File: config.mk
export PLATFORM = sky130hd
export DESIGN_NAME = pin_stim_gen
export DESIGN_NICKNAME = d
export VERILOG_FILES = /design/src/rtl/stim_pkg.sv /design/src/rtl/stim_rate_stage.sv /design/src/rtl/stim_pin_mux.sv /design/src/rtl/pin_stim_gen.sv
export SDC_FILE = /design/constraint.sdc
export NUM_CORES = 1
export LEC_CHECK = 0
export BUFFER_PORTS_ARGS = -buffer_cell sky130_fd_sc_hd__buf_2
export CAP_MARGIN = 40
export CORE_ASPECT_RATIO = 1.1
export CORE_MARGIN = 2
export CORE_UTILIZATION = 52
export CTS_CLUSTER_DIAMETER = 120
export CTS_CLUSTER_SIZE = 25
export DETAILED_ROUTE_END_ITERATION = 8
export PLACE_DENSITY = 0.88
export SYNTH_ARGS = -nofsm -noshare
export SYNTH_HDL_FRONTEND = slang
export SYNTH_SLANG_ARGS = --single-unit
File: constraint.sdc
create_clock -name clk_i -period 1.7 [get_ports clk_i]
set_input_delay 0.34 -clock clk_i [delete_from_list [all_inputs] [get_ports clk_i]]
set_output_delay 0.34 -clock clk_i [all_outputs]
set_load 0.01 [all_outputs]
File: src/rtl/stim_pkg.sv
package stim_pkg;
  localparam int N_RATE = 6;
  localparam int SEL_W  = 3;

  typedef enum logic [SEL_W-1:0] {
    SRC_R0 = 3'd0,
    SRC_R1 = 3'd1,
    SRC_R2 = 3'd2,
    SRC_R3 = 3'd3,
    SRC_R4 = 3'd4,
    SRC_R5 = 3'd5,
    SRC_HI = 3'd6,
    SRC_LO = 3'd7
  } src_e;
endpackage

File: src/rtl/stim_rate_stage.sv
module stim_rate_stage #(
  parameter int DIV = 10
) (
  input  logic clk_i,
  input  logic rst_ni,
  input  logic en_i,
  output logic tick_o,
  output logic wave_o
);
  localparam int CW = (DIV > 2) ? $clog2(DIV) : 1;
  localparam logic [CW-1:0] LAST = CW'(DIV - 1);
  localparam logic [CW-1:0] HALF = CW'(DIV / 2 - 1);

  logic [CW-1:0] cnt_q;
  logic          at_last;

  assign at_last = (cnt_q == LAST);
  assign tick_o  = en_i & at_last;

  always_ff @(posedge clk_i or negedge rst_ni) begin
    if (!rst_ni) begin
      cnt_q  <= '0;
      wave_o <= 1'b0;
    end else if (en_i) begin
      cnt_q <= at_last ? '0 : cnt_q + 1'b1;
      if (at_last || cnt_q == HALF) wave_o <= ~wave_o;
    end
  end

  // counter never leaves its range
  a_r2_cnt_bound: assert property (@(posedge clk_i) disable iff (!rst_ni)
    cnt_q <= LAST);
  // no enable, no movement
  a_r10_idle_hold: assert property (@(posedge clk_i) disable iff (!rst_ni)
    !en_i |=> ($stable(cnt_q) && $stable(wave_o)));
  // a wrap ends the high half
  a_r3_wrap_fall: assert property (@(posedge clk_i) disable iff (!rst_ni)
    tick_o |=> $fell(wave_o));
endmodule

File: src/rtl/stim_pin_mux.sv
module stim_pin_mux
  import stim_pkg::*;
(
  input  logic              clk_i,
  input  logic              rst_ni,
  input  logic [SEL_W-1:0]  code_i,
  input  logic [N_RATE-1:0] rate_i,
  output logic              pin_o
);
  always_comb begin
    unique case (src_e'(code_i))
      SRC_HI:  pin_o = 1'b1;
      SRC_LO:  pin_o = 1'b0;
      default: pin_o = rate_i[code_i];
    endcase
  end

  // a held constant code gives a held pin
  a_r6_const_steady: assert property (@(posedge clk_i) disable iff (!rst_ni)
    (code_i >= SEL_W'(N_RATE)) && $stable(code_i) |-> $stable(pin_o));
endmodule

File: src/rtl/pin_stim_gen.sv
module pin_stim_gen
  import stim_pkg::*;
#(
  parameter int PRE_DIV  = 4,
  parameter int DEC_DIV  = 10,
  parameter int LAST_DIV = 100,
  parameter int N_PINS   = 8
) (
  input  logic                      clk_i,
  input  logic                      rst_ni,
  input  logic                      load_i,
  input  logic [N_PINS*SEL_W-1:0]   sel_i,
  output logic [N_PINS-1:0]         pin_o,
  output logic [N_RATE-1:0]         rate_o
);
  localparam int CFG_W = N_PINS * SEL_W;

  function automatic int stage_div(int idx);
    if (idx == 0)          return PRE_DIV;
    if (idx == N_RATE - 1) return LAST_DIV;
    return DEC_DIV;
  endfunction

  logic [N_RATE:0]  tick;
  logic [CFG_W-1:0] cfg_q;

  assign tick[0] = 1'b1;

  for (genvar g = 0; g < N_RATE; g++) begin : g_stage
    stim_rate_stage #(.DIV(stage_div(g))) u_stage (
      .clk_i  (clk_i),
      .rst_ni (rst_ni),
      .en_i   (tick[g]),
      .tick_o (tick[g+1]),
      .wave_o (rate_o[g])
    );
  end

  always_ff @(posedge clk_i or negedge rst_ni) begin
    if (!rst_ni)     cfg_q <= '1;
    else if (load_i) cfg_q <= sel_i;
  end

  for (genvar p = 0; p < N_PINS; p++) begin : g_pin
    stim_pin_mux u_mux (
      .clk_i  (clk_i),
      .rst_ni (rst_ni),
      .code_i (cfg_q[p*SEL_W +: SEL_W]),
      .rate_i (rate_o),
      .pin_o  (pin_o[p])
    );
  end

  // the word moves only on a strobe, and then to the sampled input
  a_r8_cfg_hold: assert property (@(posedge clk_i) disable iff (!rst_ni)
    !load_i |=> $stable(cfg_q));
  a_r8_cfg_take: assert property (@(posedge clk_i) disable iff (!rst_ni)
    load_i |=> cfg_q == $past(sel_i));
  // the final stage's wrap drops the slowest rate
  a_r4_last_wrap: assert property (@(posedge clk_i) disable iff (!rst_ni)
    tick[N_RATE] |=> $fell(rate_o[N_RATE-1]));
  // a slower rate only moves on the fastest rate's edge
  a_r10_nested: assert property (@(posedge clk_i) disable iff (!rst_ni)
    $changed(rate_o[1]) |-> $changed(rate_o[0]));
endmodule

==> impl_metrics.csv <==
group,metric,value,unit
synth,syn_area_per_cell,10.86,um2
global_route,grt-ovfl-total,0,
cts,cts_max_path_buffers,2,
synth,ys_types,51,
global_route,grt_pass1_vias,2486,
worst_setup_path,rrSetupSlack,0,ns
global_route,grt_max_degree,56,
worst_setup_path,path_max_fanout,3,
timing,clock-skew-final,0.01160,ns
cts,cts.sinks,55,
detailed_routing,drt-pass1-iter-count,4,
global_route,grt_pass1_wl,11870,um
detailed_routing,vias_per_cell,5.910,
power,irDropWorstVdd,0.4240,mV
power,total_power,2.538,mW
worst_setup_path,cpPeakStageDelay,0.58,ns
die,dieHeight,84.78,um
cts,clock_latency,0.32,ns
synth,syn_area,3084,um2
die,rows,29,
detailed_routing,drtIter0Drc,228,
timing,setup_slack,-0.2059,ns
synth,yosysTopAreaCellShare,25.15,%
power,combPwrFrac,11.0,%
timing,min_period_over_period,112.1,%
final_layout,design_area,3606,um2
die,coreArea,5733,um2
worst_setup_path,cp_slowest_cell,"dfstp_2",
placement,place.detailed.hpwl,4407,um
timing,finalHoldViolCount,0,
synth,syn-instance-count,284,
worst_setup_path,crit_path_end_kind,"primary output",
worst_setup_path,crit_chain,"buf_6 -> mux2i_1 -> o22ai_1 -> nand2_1 -> o21ai_1 -> buf_2",
global_route,antenna_found_initial,0,
final_layout,syn_to_final_growth,16.92,%
timing,whs,0.01961,ns
worst_setup_path,critPathRequiredTime,1.36,ns
timing,relSlewSlack,62.28,%
synth,ys_ff_latch,55,
worst_setup_path,critPathArrivalTime,1.57,ns
cts,clockRootBuffer,"clkbuf_8",
run,max-cap-violations,0,
synth,synthArstFlopShare,100.0,%
power,p_clk_share,30.6,%
placement,place_ws,-0.003319,ns
cts,clkTransAtPathRegs,0.10,ns
power,power.density,703.8,nW/um2
final_layout,drive_gt1_share,45.99,%
final_layout,n_antenna_cell,0,
die,pin_count,41,
placement,portBuffers,40,
detailed_routing,vias,2370,
synth,yosysSeqAreaShare,45.60,%
power,sequentialPowerShare,58.3,%
synth,syn_nets,315,
synth,synth_top_area_cell,"dfrtp_1",
final_layout,final_cell_mix,"40 x buf_2, 27 x dfrtp_1, 25 x mux2_2",
timing,drv_slew,0,
detailed_routing,postRouteWirelength,7147,um
worst_setup_path,rr_startpoint,"g_stage[0].u_stage.cnt_q[0]",
detailed_routing,drtAntennaViolNets,0,
final_layout,layout_commonest_cell,"buf_2",
power,leakage,1.608,nW
die,die_area,6564,um2
timing,fmax,0.5247,GHz
timing,finalSetupViolations,8,
worst_setup_path,path_class,"reg2out",
timing,worst_pin_slew,0.5658,ns
synth,synth_edf_count,0,
cts,cts_made_buffers,5,
power,switching_share,24.89,%
worst_setup_path,critical_path.startpoint,"cfg_q[4]",
detailed_routing,routedWlPerCell,17.82,um
placement,place_area,3303,um2
detailed_routing,drc,0,
timing,post-route-min-period,1.906,ns
synth,synthFlopType,"dfrtp_1",
worst_setup_path,startpoint_type,"flop",
hold_path,min_path_type,"in2async",
cts,cts_tree,"built",
power,p_int,1.906,mW
placement,gp_congestion,0.7928,
outcome,violations,"negative setup slack",
final_layout,nets,354,
die,start_util,53.80,%
synth,synthTopCellsByArea,"dfrtp_1 25%, dfstp_2 20%, mux2_2 12%, buf_4 3.9%, o22ai_1 3.2%",
cts,postCtsHoldBufs,0,
outcome,outcome,"finished with violations",
synth,yosysWarnings,0,
power,p_switching,0.6316,mW
global_route,grtUsageTotal,22.88,%
cts,htree_levels,2,
timing,grt_setup_unrepaired,"true",
die,die_width,77.43,um
timing,setup-tns-final,-1.385,ns
[stage by stage]
step           util, %  instances
6_report         62.90        401
5_1_grt          62.90        401
3_5_place_dp     57.62        385
3_3_place_gp     57.62        385
2_1_floorplan        -        284
4_1_cts          62.22        398
[per-layer routing]
layer	wire [um]	track usage, %	vias to the layer above
li1	-	-	1082
met1	2822	25.31	1180
met3	265	4.624	20
met2	3817	41.82	88
met4	242	10.71	0
met5	0	0	-
[power groups by stage]
stage	Sequential (mW)	Combinational (mW)	Clock [mW]
4_1_cts	1.47	0.267	0.792
3_5_place_dp	1.49	0.224	0
3_3_place_gp	1.48	0.215	0
2_1_floorplan	1.47	0.159	0
5_1_grt	1.49	0.300	0.847
6_report	1.48	0.280	0.778
[Yosys cell counts (2+ instances only)]
cell,instances
and3b_1,2
nand3_2,2
inv_1,10
dfstp_2,24
mux2_4,2
xor2_1,6
o22ai_1,16
nor2b_1,4
xnor2_1,10
nor3_2,2
ha_1,4
nor3_1,3
buf_4,16
nor2_1,12
o21ai_0,16
a22oi_1,2
o21ai_1,2
nand2b_1,10
and3_1,2
clkbuf_1,6
or3_1,2
a21oi_1,2
nand2_1,18
mux2_2,33
o31ai_1,2
buf_2,3
nand4b_1,2
dfrtp_1,31
nand3_1,6
nor4_1,2
and4bb_1,2
a21o_1,2
nor3b_1,2
mux2i_1,9
[path summary, 6_finish.rpt]
path / depth (start not counted) / endpoint
worst min register to register: 1 / g_stage[0].u_stage.cnt_q[0]
min in group clk_i: 2 / cfg_q[15]
max in group asynchronous: 2 / cfg_q[9]
worst min-delay path: 2 / g_stage[3].u_stage.cnt_q[0]
worst max-delay path: 6 / pin_o[1]
worst max register to register: 5 / g_stage[5].u_stage.cnt_q[2]
[cell type report]
class	count	area [um2]
inverter	10	37.54
tap	77	96.34
fill	403	2127
multi-input combinational	194	1612
clock buffer	6	82.58
timing repair buffer	57	351.6
sequential	55	1411
clock inverter	2	15.01
[critical path, delay by kind of cell, from the launching register on]
family	cells	cell delay (ns)
AND/OR/NAND/NOR	1	0.08
AO/OA/AOI/OAI	2	0.15
flip-flops	1	0.58
buffers and inverters	2	0.24
multiplexers	1	0.18
[sequential cells by signal, summed over array words and instances (netlist names)]
signal,flops
g_stage.u_stage.wave_o,6
g_stage.u_stage.cnt_q,25
cfg_q,24
[logic make-up after synthesis]
logic type	after synthesis	synth area share (%)
xor gates and xnor gates	16	4.543
and+or+nand+nor	80	15.74
adders and majority gates	4	1.623
buffers and inverters	35	6.329
muxes	45	16.31
AOI/OAI and AO/OA	49	9.858
DFF	55	45.60
[repair_timing]
action / 4_1_cts / 5_1_grt
endpoints found under the hold margin: 0 / 0
pin swaps: 15 / 7
setup buffers: 5 / 3
setup endpoints to repair: 10 / 13
resized for setup: 33 / 6
No activity file was read; power rests on OpenSTA's default activity.
